### src/rtl/trap_entry_pkg.sv
package trap_entry_pkg;
  localparam int TT_W = 8;
  localparam int ADDR_W = 32;
  localparam int BASE_LSB = 12;
  localparam int BASE_W = ADDR_W - BASE_LSB;
  localparam int IDX_W = 5;
  localparam logic [3:0] IRQ_HI = 4'h1;
  localparam logic [TT_W-1:0] SHUT_TT = 8'h80;
  localparam logic [IDX_W-1:0] IDX_SAVE_PC = 5'd17;
  localparam logic [IDX_W-1:0] IDX_SAVE_NPC = 5'd18;

  typedef struct packed {
    logic take;
    logic toError;
    logic toShutdown;
    logic ack;
  } trap_strb_t;
endpackage

### src/rtl/trap_entry_ctrl.sv
module trap_entry_ctrl
  import trap_entry_pkg::*;
(
  input  logic            clk,
  input  logic            rstN,
  input  logic            trapReq,
  input  logic [TT_W-1:0] trapType,
  input  logic            curEt,
  input  logic            shutdownEn,
  output trap_strb_t      strb,
  output logic            errorState,
  output logic            shutdownReq
);
  logic live;
  logic isShut;

  always_comb begin
    live            = trapReq && !errorState;
    isShut          = shutdownEn && (trapType == SHUT_TT);
    strb.take       = live && curEt;
    strb.toShutdown = live && !curEt && isShut;
    strb.toError    = live && !curEt && !isShut;
    strb.ack        = live && curEt && (trapType[TT_W-1:4] == IRQ_HI);
  end

  always_ff @(posedge clk) begin
    if (!rstN) begin
      errorState  <= 1'b0;
      shutdownReq <= 1'b0;
    end else begin
      if (strb.toError) errorState <= 1'b1;
      shutdownReq <= strb.toShutdown;
    end
  end

  assert_one_action_R2: assert property (@(posedge clk) disable iff (!rstN)
    $onehot0({strb.take, strb.toError, strb.toShutdown}));

  assert_err_sticky_R11: assert property (@(posedge clk) disable iff (!rstN)
    errorState |=> errorState);

  assert_shut_no_err_R3: assert property (@(posedge clk) disable iff (!rstN)
    shutdownReq |-> !errorState);
endmodule

### src/rtl/trap_entry_dp.sv
module trap_entry_dp
  import trap_entry_pkg::*;
#(
  parameter int NWIN = 8,
  localparam int CW = (NWIN > 1) ? $clog2(NWIN) : 1
) (
  input  logic              clk,
  input  logic              rstN,
  input  trap_strb_t        strb,
  input  logic [TT_W-1:0]   trapType,
  input  logic [ADDR_W-1:0] curPc,
  input  logic [ADDR_W-1:0] curNpc,
  input  logic [CW-1:0]     curCwp,
  input  logic              curS,
  input  logic [BASE_W-1:0] curTbrBase,
  output logic              commitValid,
  output logic [ADDR_W-1:0] newPc,
  output logic [ADDR_W-1:0] newNpc,
  output logic [CW-1:0]     newCwp,
  output logic              newPs,
  output logic              newS,
  output logic              newEt,
  output logic [ADDR_W-1:0] newTbr,
  output logic              saveEn,
  output logic [CW-1:0]     saveCwp,
  output logic [IDX_W-1:0]  saveIdxPc,
  output logic [ADDR_W-1:0] saveDataPc,
  output logic [IDX_W-1:0]  saveIdxNpc,
  output logic [ADDR_W-1:0] saveDataNpc,
  output logic              ackValid,
  output logic [3:0]        ackLevel
);
  localparam logic [CW-1:0] TOP_WIN = CW'(NWIN - 1);

  logic [CW-1:0]     cwpDec;
  logic [ADDR_W-1:0] vecAddr;

  always_comb begin
    cwpDec  = (curCwp == '0) ? TOP_WIN : curCwp - 1'b1;
    vecAddr = {curTbrBase, trapType, 4'b0000};
  end

  always_ff @(posedge clk) begin
    if (!rstN) begin
      commitValid <= 1'b0;
      newPc       <= '0;
      newNpc      <= '0;
      newCwp      <= '0;
      newPs       <= 1'b0;
      newS        <= 1'b0;
      newEt       <= 1'b0;
      newTbr      <= '0;
      saveEn      <= 1'b0;
      saveCwp     <= '0;
      saveIdxPc   <= '0;
      saveDataPc  <= '0;
      saveIdxNpc  <= '0;
      saveDataNpc <= '0;
      ackValid    <= 1'b0;
      ackLevel    <= '0;
    end else begin
      commitValid <= strb.take;
      saveEn      <= strb.take;
      ackValid    <= strb.ack;
      if (strb.take) begin
        newPc       <= vecAddr;
        newNpc      <= vecAddr + ADDR_W'(4);
        newTbr      <= vecAddr;
        newCwp      <= cwpDec;
        saveCwp     <= cwpDec;
        newPs       <= curS;
        newS        <= 1'b1;
        newEt       <= 1'b0;
        saveIdxPc   <= IDX_SAVE_PC;
        saveDataPc  <= curPc;
        saveIdxNpc  <= IDX_SAVE_NPC;
        saveDataNpc <= curNpc;
      end
      if (strb.ack) ackLevel <= trapType[3:0];
    end
  end

  assert_cwp_wrap_R5: assert property (@(posedge clk) disable iff (!rstN)
    (strb.take && curCwp == '0) |=> (newCwp == TOP_WIN));

  assert_npc_step_R9: assert property (@(posedge clk) disable iff (!rstN)
    commitValid |-> (newNpc == newPc + ADDR_W'(4)));

  assert_ack_range_R10: assert property (@(posedge clk) disable iff (!rstN)
    ackValid |-> (commitValid && newTbr[11:8] == IRQ_HI));

  assert_s_set_R7: assert property (@(posedge clk) disable iff (!rstN)
    commitValid |-> (newS && !newEt));
endmodule

### src/rtl/trap_entry_seq.sv
module trap_entry_seq
  import trap_entry_pkg::*;
#(
  parameter int NWIN = 8,
  localparam int CW = (NWIN > 1) ? $clog2(NWIN) : 1
) (
  input  logic              clk,
  input  logic              rstN,
  input  logic              trapReq,
  input  logic [TT_W-1:0]   trapType,
  input  logic              shutdownEn,
  input  logic [ADDR_W-1:0] curPc,
  input  logic [ADDR_W-1:0] curNpc,
  input  logic [CW-1:0]     curCwp,
  input  logic              curS,
  input  logic              curEt,
  input  logic [BASE_W-1:0] curTbrBase,
  output logic              commitValid,
  output logic [ADDR_W-1:0] newPc,
  output logic [ADDR_W-1:0] newNpc,
  output logic [CW-1:0]     newCwp,
  output logic              newPs,
  output logic              newS,
  output logic              newEt,
  output logic [ADDR_W-1:0] newTbr,
  output logic              saveEn,
  output logic [CW-1:0]     saveCwp,
  output logic [IDX_W-1:0]  saveIdxPc,
  output logic [ADDR_W-1:0] saveDataPc,
  output logic [IDX_W-1:0]  saveIdxNpc,
  output logic [ADDR_W-1:0] saveDataNpc,
  output logic              ackValid,
  output logic [3:0]        ackLevel,
  output logic              errorState,
  output logic              shutdownReq
);
  trap_strb_t strb;

  trap_entry_ctrl u_ctrl (
    .clk(clk), .rstN(rstN), .trapReq(trapReq), .trapType(trapType),
    .curEt(curEt), .shutdownEn(shutdownEn), .strb(strb),
    .errorState(errorState), .shutdownReq(shutdownReq)
  );

  trap_entry_dp #(.NWIN(NWIN)) u_dp (
    .clk(clk), .rstN(rstN), .strb(strb), .trapType(trapType),
    .curPc(curPc), .curNpc(curNpc), .curCwp(curCwp), .curS(curS),
    .curTbrBase(curTbrBase), .commitValid(commitValid), .newPc(newPc),
    .newNpc(newNpc), .newCwp(newCwp), .newPs(newPs), .newS(newS),
    .newEt(newEt), .newTbr(newTbr), .saveEn(saveEn), .saveCwp(saveCwp),
    .saveIdxPc(saveIdxPc), .saveDataPc(saveDataPc), .saveIdxNpc(saveIdxNpc),
    .saveDataNpc(saveDataNpc), .ackValid(ackValid), .ackLevel(ackLevel)
  );
endmodule

### config.mk
export PLATFORM = sky130hd
export DESIGN_NAME = trap_entry_seq
export DESIGN_NICKNAME = d
export VERILOG_FILES = /design/src/rtl/trap_entry_pkg.sv /design/src/rtl/trap_entry_ctrl.sv /design/src/rtl/trap_entry_dp.sv /design/src/rtl/trap_entry_seq.sv
export SDC_FILE = /design/constraint.sdc
export NUM_CORES = 1
export LEC_CHECK = 0
export BUFFER_PORTS_ARGS = -buffer_cell sky130_fd_sc_hd__buf_4
export CORE_MARGIN = 8
export CORE_UTILIZATION = 48
export CTS_BUF_LIST = sky130_fd_sc_hd__clkbuf_4 sky130_fd_sc_hd__clkbuf_8
export DETAILED_ROUTE_END_ITERATION = 12
export PLACE_DENSITY = 0.84
export SLEW_MARGIN = 5
export SYNTH_ARGS = -nofsm -noshare
export SYNTH_HDL_FRONTEND = slang
export SYNTH_SLANG_ARGS = --single-unit
### constraint.sdc
create_clock -name clk -period 1.94 [get_ports clk]
set_clock_uncertainty 0.1 [all_clocks]
set_input_delay 0.388 -clock clk [delete_from_list [all_inputs] [get_ports clk]]
set_output_delay 0.388 -clock clk [all_outputs]
set_load 0.05 [all_outputs]
* Word-level counts from Yosys, hierarchy flattened
Cells that the tools add are included.
** Storage, ports and cells
- Bits in registers :: 138
- Input bits :: 101
- Output and inout bits :: 188
- Logic and storage cells :: 29
** Cells by class
- Add/sub/neg operators :: 2
- Eq/ne operators :: 2
- Mux-type cells :: 1
- Reduce and logical (&&, ||, !) cells :: 11
** Operator list (count)
- 32-bit by 3-bit adder with 32-bit output, second input constant :: 1
- 8-bit == test, second input constant :: 1
- 1-bit logical AND :: 7
- 4-bit by 1-bit == test with 1-bit output, second input constant :: 1
- 1-bit logical NOT :: 3
- 3-bit logical NOT :: 1
- 3-bit 2-to-1 mux :: 1
- 3-bit by 1-bit subtractor with 3-bit output, second input constant :: 1

* Depth between registers and ports, before layout
Gate-level depths: netlist of the first run.
- Depth after elaboration :: 4
- Mapped depth :: 6
- Mapped depth without buffers :: 5

* Cells and area by module
From an unflattened synthesis of the first run, not the netlist that was laid out.
** Second synthesis, totals
- Cells, all modules :: 433
- Area total of the unflattened synthesis :: 4699.5 um2
** Modules (own cells, without submodules)
- trap_entry_dp :: times used 1, cells each 419, area an instance 4569.4 um2, sequential area each 2062.0 um2
- trap_entry_ctrl :: times used 1, cells each 14, area an instance 130.1 um2, sequential area each 40.0 um2

* Least setup slack after synthesis of the first run
OpenSTA, ideal clock, no wires.
- Kind :: register to register
- From :: register u_ctrl.errorState
- To :: register u_dp.newPc[10]
- Library setup time :: 0.076 ns
- Arrival time :: 1.467 ns
- Required time :: 1.764 ns
- Path slack :: 0.297 ns
- Cell stages (with the launch flop) :: 6
- Path buffers :: 2
- Clock period less this slack :: 1.643 ns
- Path through :: dfxtp_1 nand3b_4 buf_4 buf_2 nand2_1 a21boi_0
** Between the ends
- Longest elaborated chain between the ends :: 3
** RTL lines
- start: declaration :: RTL line trap_entry_ctrl.sv:11 : output logic errorState,
- start signal: assignment :: RTL line trap_entry_ctrl.sv:28 : errorState <= 1'b0;
- start signal: assignment :: RTL line trap_entry_ctrl.sv:31 : if (strb.toError) errorState <= 1'b1;
- 1-bit logical NOT :: RTL line trap_entry_ctrl.sv:18 : live = trapReq && !errorState;
- 1-bit logical AND :: RTL line trap_entry_ctrl.sv:18
- 1-bit logical AND :: RTL line trap_entry_ctrl.sv:20 : strb.take = live && curEt;
- end signal: assignment :: RTL line trap_entry_dp.sv:66 : newPc <= vecAddr;
- end: declaration :: RTL line trap_entry_dp.sv:17 : output logic [ADDR_W-1:0] newPc,
No other way between the ends.
A chain may end at the register's enable or synchronous reset.

* Final worst setup path of the first run
- From :: register u_ctrl.errorState
- To :: register u_dp.newCwp[0]
** Between the ends
- Longest elaborated chain between the ends :: 3
** RTL lines
- 1-bit logical NOT :: RTL line trap_entry_ctrl.sv:18
- 1-bit logical AND :: RTL line trap_entry_ctrl.sv:18
- 1-bit logical AND :: RTL line trap_entry_ctrl.sv:20
- end signal: assignment :: RTL line trap_entry_dp.sv:69 : newCwp <= cwpDec;
- end: declaration :: RTL line trap_entry_dp.sv:19 : output logic [CW-1:0] newCwp,
No other way between the ends.

==> flow_summary.rst, run 1 <==
.. list-table::
   :header-rows: 1

   * - Metric
     - Value
   * - Final cycle utilization of the critical path
     - 83.6%
   * - Sequential element share of the synthesized area
     - 45.3%
   * - Tot GR Track Use
     - 20.2%
   * - Antenna diode count
     - 0
   * - Placement-stage cell area
     - 6220 um^2
   * - Final hold viol count
     - 0
   * - Number of vias after detailed routing
     - 4054
   * - Power share of the combinational group
     - 27.8%
   * - Max Root-Sink Buffers
     - 2
   * - Std cell rows
     - 36
   * - Power dissipated by switching net loads
     - 1.71 mW
   * - Remaining global-route overflow
     - 0
   * - DRT Wirelength
     - 14.1 mm
   * - Power density over the cells
     - 771 nW/um^2
   * - Total of buffers placed on input and output ports
     - 270
   * - Root cell of the clock tree
     - sky130_fd_sc_hd__clkbuf_8
   * - Minimum clock period after layout
     - 1.62 ns
   * - CTS tree
     - yes
   * - Portion of total power attributed to sequential cells
     - 47.0%
   * - Worst slack at placement
     - 0.270 ns
   * - Tot Pwr
     - 4.94 mW
   * - Data arrival time of the worst path
     - 1.80 ns
   * - Total negative setup slack
     - 0 ns
   * - Die Outline Area
     - 13100 um^2
   * - Initial antenna violation count
     - 0
   * - Final RePlAce weighted congestion
     - 0.857
   * - Startpoint-to-endpoint class of the critical path
     - reg -> reg
   * - Critical path data required time
     - 2.12 ns
   * - Num ports
     - 289
   * - Area of the core region
     - 9590 um^2
   * - Number of clock sinks seen by CTS
     - 105
   * - Internal Dissipation
     - 3.23 mW
   * - Number of vias per cell after detailed routing
     - 4.67
   * - FF-to-FF setup slack
     - 0.32 ns
   * - Final antenna-violating net count
     - 0
   * - Final hold slack
     - 0.147 ns
   * - Horizontal die dimension
     - 114 um
   * - CP peak stage delay
     - 0.59 ns
   * - Min-Delay Endpoint
     - u_dp.ackValid
   * - Highest achievable clock rate
     - 616 MHz
   * - Crit start category
     - flop
   * - Clock buffer count from CTS
     - 9
   * - Detail-routed net length per standard cell
     - 16.2 um
   * - Seq cells post-synth
     - 105
   * - Pin count of the biggest net entering global routing
     - 55
   * - Kind of capture point of the worst setup path
     - flop
   * - Effective utilization at floorplan
     - 48.4%
   * - Final layout net count
     - 833
   * - Distinct cell type count after synthesis
     - 29
   * - Global-route wire length before repair
     - 20.8 mm
   * - Starting DRC count in detailed routing
     - 166
   * - Slowest library cell on the worst path
     - sky130_fd_sc_hd__and3b_4
   * - Result of the run
     - complete, no violations
   * - Mapped Avg Cell Area
     - 8.58 um^2
   * - Final cell area excluding filler cells
     - 6400 um^2
   * - Final WS setup
     - 0.318 ns
   * - Number of fill cells in the layout
     - 773
   * - Area grow syn2layout
     - 37.9%
   * - Height of the die
     - 114 um
   * - Clock insertion delay at the later pin of the skew report
     - 0.35 ns
   * - Number of buffers inserted by hold repair at cts
     - 0
   * - Number of levels the H-tree was split into
     - 3
   * - Worst min-delay path category
     - in -> reg
   * - Estimated wirelength of the detail-placed design
     - 11.2 mm
   * - Beginning of the worst hold path
     - trapType[5]
   * - Maximum Capacitance Violations
     - 0
   * - Setup-failing EPs final
     - 0
   * - Number of global-route vias before repair
     - 4006
   * - Count of pins over their slew limit
     - 0
   * - Net Sw Frac
     - 34.6%
   * - Count of cells resized by post-cts repair
     - 0
   * - Worst R2R Path Depth
     - 4
   * - Critical register-to-register path startpoint
     - u_ctrl.errorState
   * - Clock network power share
     - 25.2%
   * - Worst-path cell chain
     - and3b_4, buf_12, o21ai_0, a21boi_0
   * - Synthesized instance count
     - 541
   * - Largest voltage drop on the vdd net
     - 0.000373 V
   * - Unrepaired setup endpoints after global routing
     - no
   * - DRC violations left
     - 0
   * - Warnings, synthesis
     - 0
   * - Largest fanout on the critical path
     - 28
   * - Worst hold path cell count
     - 2
   * - Post-CTS Repair Setup Buffers
     - 0
   * - Fraction of final layout cells sized beyond drive strength 1
     - 41.8%
   * - First-pass iteration count of the detailed router
     - 4
   * - Clock transition time at the flip-flop clock pins of the worst setup and hold paths
     - 0.10 ns
   * - Critical register-to-register path endpoint
     - u_dp.newCwp[0]
   * - Leak pwr
     - 2.97 nW
   * - Cell Area, Synth
     - 4640 um^2
## routing by layer
layer	vias up	wire, um	track usage, %	share of wire, %
li1	1999	-	-	-
met1	1862	4760	18.6	34
met2	169	7470	38.0	53
met3	24	1450	8.33	10
met4	0	380	9.23	2.7
met5	-	0	0	0
## cell families after synthesis
kind of cell | synth area share [%]
and+or+nand+nor | 18.4
buffers and inverters | 17.8
DFF | 45.3
AOI/OAI and AO/OA | 17.1
muxes | 0.862
adders and majority gates | 0.539
other | 0.0807
## power by group through the flow
| stage | sequential (mW) | clock, mW | combinational, mW |
|---|---|---|---|
| after floorplan | 2.70 | 0 | 0.665 |
| after global placement | 2.37 | 0 | 1.36 |
| after detailed placement | 2.37 | 0 | 1.38 |
| after CTS | 2.32 | 1.28 | 1.38 |
| after global routing | 2.34 | 1.38 | 1.44 |
| final | 2.32 | 1.24 | 1.37 |
## stage by stage
| step | cells | utilization, % |
|---|---|---|
| floorplan | 558 | - |
| global placement | 852 | 64.9 |
| detailed placement | 852 | 64.9 |
| CTS | 868 | 66.7 |
| global route | 868 | 66.7 |
| finish | 868 | 66.7 |
## synth_stat cells
master / count / area share [%]
sky130_fd_sc_hd__nand4b_1: 1 / 0.19
sky130_fd_sc_hd__buf_6: 2 / 0.48
sky130_fd_sc_hd__and3b_1: 1 / 0.19
sky130_fd_sc_hd__nand4_1: 1 / 0.13
sky130_fd_sc_hd__buf_4: 93 / 15
sky130_fd_sc_hd__nand3b_4: 1 / 0.43
sky130_fd_sc_hd__o211a_1: 2 / 0.43
sky130_fd_sc_hd__nor3_1: 1 / 0.11
sky130_fd_sc_hd__o311a_1: 1 / 0.22
sky130_fd_sc_hd__dfxtp_1: 105 / 45
sky130_fd_sc_hd__o21a_1: 1 / 0.16
sky130_fd_sc_hd__o21ai_0: 1 / 0.11
sky130_fd_sc_hd__conb_1: 1 / 0.081
sky130_fd_sc_hd__nand3b_1: 1 / 0.16
sky130_fd_sc_hd__nor4b_2: 1 / 0.32
sky130_fd_sc_hd__nor2_1: 2 / 0.16
sky130_fd_sc_hd__or3_1: 1 / 0.13
sky130_fd_sc_hd__ha_1: 2 / 0.54
sky130_fd_sc_hd__nand2b_1: 1 / 0.13
sky130_fd_sc_hd__a21o_1: 1 / 0.16
sky130_fd_sc_hd__mux2i_1: 4 / 0.86
sky130_fd_sc_hd__and2_1: 1 / 0.13
sky130_fd_sc_hd__a21boi_2: 10 / 2.4
sky130_fd_sc_hd__nand2_1: 196 / 16
sky130_fd_sc_hd__inv_1: 4 / 0.32
sky130_fd_sc_hd__clkbuf_1: 12 / 0.97
sky130_fd_sc_hd__nor4_4: 1 / 0.46
sky130_fd_sc_hd__a21boi_0: 84 / 14
sky130_fd_sc_hd__buf_2: 9 / 0.97
## area by class of cell
class	instances	area [um^2]	share of cell area [%]
Sequential cell	105	2100	32.8
Timing Repair Buffer	277	2150	33.6
Clock buffer	12	153	2.38
Clock inverter	4	28.8	0.449
Tap cell	133	166	2.60
Inverter	4	15.0	0.234
Multi-Input combinational cell	333	1780	27.9
## flip-flops by register name, indices dropped and copies added, names as in the netlist
register / cells
u_dp.newCwp: 3
u_dp.saveDataNpc: 32
u_dp.ackValid: 1
u_ctrl.shutdownReq: 1
u_dp.newPs: 1
u_dp.saveDataPc: 32
u_ctrl.errorState: 1
u_dp.ackLevel: 4
u_dp.commitValid: 1
u_dp.newPc: 27
u_dp.newNpc: 2
## worst max-delay path by stage
stage	startpoint	end	slack, ns	cells past startpoint
6_report	u_ctrl.errorState	u_dp.newCwp[0]	0.32	4
3_3_place_gp	trapReq	u_dp.newCwp[0]	0.30	5
4_1_cts	u_ctrl.errorState	u_dp.newCwp[0]	0.30	4
3_5_place_dp	trapReq	u_dp.newCwp[0]	0.27	5
2_1_floorplan	u_ctrl.errorState	u_dp.newPc[10]	0.30	5
5_1_grt	u_ctrl.errorState	u_dp.newCwp[0]	0.17	4
## critical path: cells and delay by family, from the launching register on
| kind | cells | cell delay (ns) |
|---|---|---|
| flops | 1 | 0.36 |
| compound gates | 2 | 0.27 |
| buf+inv | 1 | 0.23 |
| simple gates | 1 | 0.59 |
## layout by cell type, fill, tap and decap left out, drive strengths merged, types with 4 or more instances in the layout
master,synthesis,layout
buf,104,277
nand2,196,196
dfxtp,105,105
clkbuf,12,12
mux2i,4,4
a21boi,94,94
inv,4,4
conb,1,18
No activity file was read; power rests on OpenSTA's default activity.
==> run 2, diff against run 1 <==
- CORE_UTILIZATION: 48 -> 44
- PLACE_DENSITY: 0.84 -> 0.78
- clock period: 1.94 -> 1.6 ns (I/O delays scaled with it)
==> flow_summary.rst, run 2 (same netlist as run 1, synthesis figures left out) <==
.. list-table::
   :header-rows: 1

   * - Metric
     - Value
   * - Result of the run
     - complete, no violations
   * - Minimum clock period after layout
     - 1.51 ns
   * - Number of vias after detailed routing
     - 3988
   * - Top Registers
     - u_dp.saveDataNpc (32), u_dp.saveDataPc (32), u_dp.newPc (27)
   * - Area of the core region
     - 10300 um^2
   * - Antenna diode count
     - 0
   * - Horizontal die dimension
     - 119 um
   * - Startpoint-to-endpoint class of the critical path
     - reg -> out
   * - Fraction of final layout cells sized beyond drive strength 1
     - 41.9%
   * - Clock transition time at the flip-flop clock pins of the worst setup and hold paths
     - 0.09 ns
   * - Largest fanout on the critical path
     - 4
   * - Leak pwr
     - 3.00 nW
   * - Number of vias per cell after detailed routing
     - 4.58
   * - Tot GR Track Use
     - 19.5%
   * - Detail-routed net length per standard cell
     - 16.3 um
   * - Worst hold path cell count
     - 2
   * - Clock network power share
     - 29.0%
   * - Critical path buffers and inverters
     - 1
   * - First-pass iteration count of the detailed router
     - 6
   * - Number of buffers inserted by hold repair at cts
     - 0
   * - Std cell rows
     - 37
   * - FF-to-FF setup slack
     - 0.10 ns
   * - Total negative setup slack
     - 0 ns
   * - Core occupancy in the finished layout
     - 62.9%
   * - Beginning of the worst hold path
     - trapType[5]
   * - Num ports
     - 289
   * - Critical register-to-register path endpoint
     - u_dp.ackLevel[1]
   * - Critical path data required time
     - 1.18 ns
   * - Initial antenna violation count
     - 0
   * - Final cycle utilization of the critical path
     - 94.7%
   * - Most common cell after layout, fill and taps aside
     - sky130_fd_sc_hd__buf_4
   * - Starting DRC count in detailed routing
     - 183
   * - Largest voltage drop on the vdd net
     - 0.000502 V
   * - Stages on the worst setup path
     - 1
   * - Area grow syn2layout
     - 39.3%
   * - Count of cells resized by post-cts repair
     - 0
   * - Data arrival time of the worst path
     - 1.09 ns
   * - Clock buffer count from CTS
     - 9
   * - Source of the critical timing path
     - u_dp.newPc[6]
   * - Max Root-Sink Buffers
     - 2
   * - Estimated wirelength of the detail-placed design
     - 11.3 mm
   * - Net Sw Frac
     - 32.9%
   * - Post-CTS Repair Setup Buffers
     - 0
   * - Number of global-route vias before repair
     - 4114
   * - Worst R2R Path Depth
     - 3
   * - Final layout net count
     - 833
   * - Power density over the cells
     - 976 nW/um^2
   * - Height of the die
     - 119 um
   * - Unrepaired setup endpoints after global routing
     - no
   * - Portion of total power attributed to sequential cells
     - 44.6%
   * - Maximum Capacitance Violations
     - 0
   * - Internal Dissipation
     - 4.24 mW
   * - Final RePlAce weighted congestion
     - 0.806
   * - Crit start category
     - flop
   * - Power share of the combinational group
     - 26.4%
   * - Kind of capture point of the worst setup path
     - primary output
   * - Worst min-delay path category
     - in -> reg
   * - Power dissipated by switching net loads
     - 2.07 mW
   * - Worst path top cell family by delay
     - flip-flops
   * - Min-Delay Endpoint
     - u_dp.ackValid
   * - DRT Wirelength
     - 14.2 mm
   * - DRC violations left
     - 0
   * - Final antenna-violating net count
     - 0
   * - Slowest library cell on the worst path
     - sky130_fd_sc_hd__dfxtp_1
   * - Final hold viol count
     - 0
   * - Number of levels the H-tree was split into
     - 3
   * - Remaining global-route overflow
     - 0
   * - Critical register-to-register path startpoint
     - u_ctrl.errorState
   * - CTS tree
     - yes
   * - Root cell of the clock tree
     - sky130_fd_sc_hd__clkbuf_8
   * - Highest achievable clock rate
     - 660 MHz
   * - Final cell area excluding filler cells
     - 6470 um^2
   * - Die Outline Area
     - 14100 um^2
   * - Effective utilization at floorplan
     - 45.2%
   * - Worst-path cell chain
     - buf_4
   * - Count of pins over their slew limit
     - 0
   * - Highest-count cells in the layout ignoring fill and taps
     - sky130_fd_sc_hd__buf_4, sky130_fd_sc_hd__nand2_1, sky130_fd_sc_hd__dfxtp_1
   * - Clock insertion delay at the later pin of the skew report
     - 0.35 ns
   * - Pin count of the biggest net entering global routing
     - 47
   * - Total of buffers placed on input and output ports
     - 270
   * - Global-route wire length before repair
     - 22.2 mm
   * - Setup-failing EPs final
     - 0
   * - CP peak stage delay
     - 0.48 ns
   * - Placement-stage cell area
     - 6240 um^2
   * - Number of clock sinks seen by CTS
     - 105
run 2: changes by cell type in the layout (fill, tap and decap cells not counted):
| cell | change |
|---|---|
| sky130_fd_sc_hd__dfxtp_1 | -1 |
| sky130_fd_sc_hd__clkinvlp_4 | -1 |
| sky130_fd_sc_hd__buf_12 | +1 |
| sky130_fd_sc_hd__clkinv_2 | -1 |
| sky130_fd_sc_hd__dfxtp_2 | +1 |
| sky130_fd_sc_hd__buf_4 | -1 |
| sky130_fd_sc_hd__bufinv_16 | +2 |
run 2: power groups by stage:
stage / registers [mW] / clock network [mW] / logic (mW)
3_5_place_dp: 2.88 / 0 / 1.68
2_1_floorplan: 3.27 / 0 / 0.806
6_report: 2.82 / 1.83 / 1.67
3_3_place_gp: 2.87 / 0 / 1.66
5_1_grt: 2.84 / 2.00 / 1.75
4_1_cts: 2.82 / 1.88 / 1.68
run 2: final cells by class:
type	instances	area, um^2
inverter	4	15.0
timing repair buffer	277	2170
sequential	105	2100
clock inverter	4	76.3
multi-input combinational	333	1780
fill	880	3810
tap	136	170
clock buffer	12	153
run 2: worst max-delay path by stage:
stage	slack, ns	endpoint
6_report	0.09	newTbr[6]
5_1_grt	0.04	newTbr[6]
4_1_cts	0.03	newTbr[6]
3_5_place_dp	0.07	u_dp.ackLevel[1]
3_3_place_gp	0.14	u_dp.ackLevel[3]
2_1_floorplan	0.16	u_dp.newPc[27]
run 2: metrics by stage:
step | hold WS [ns] | std cells | setup slack [ns] | total power [mW]
floorplan | 0.291 | 558 | 0.157 | 4.08
CTS | 0.0515 | 871 | 0.0342 | 6.38
global route | 0.0488 | 871 | 0.0360 | 6.58
detailed placement | 0.356 | 855 | 0.0729 | 4.56
global placement | 0.350 | 855 | 0.141 | 4.53
finish | 0.0794 | 871 | 0.0852 | 6.31
run 2: worst reg2reg max path, delay by kind of cell, from the launching register on:
family	cells	cell delay [ns]
flops	1	0.35
mux	1	0.25
simple gates	2	0.74
run 2: per-layer routing:
layer / vias up / track usage (%) / wire length [um] / part of all wire (%)
met5: - / 0 / 0 / 0
met3: 15 / 8.47 / 1430 / 10
li1: 1994 / - / - / -
met1: 1821 / 19.1 / 5090 / 36
met4: 0 / 6.80 / 216 / 1.5
met2: 158 / 35.9 / 7500 / 53
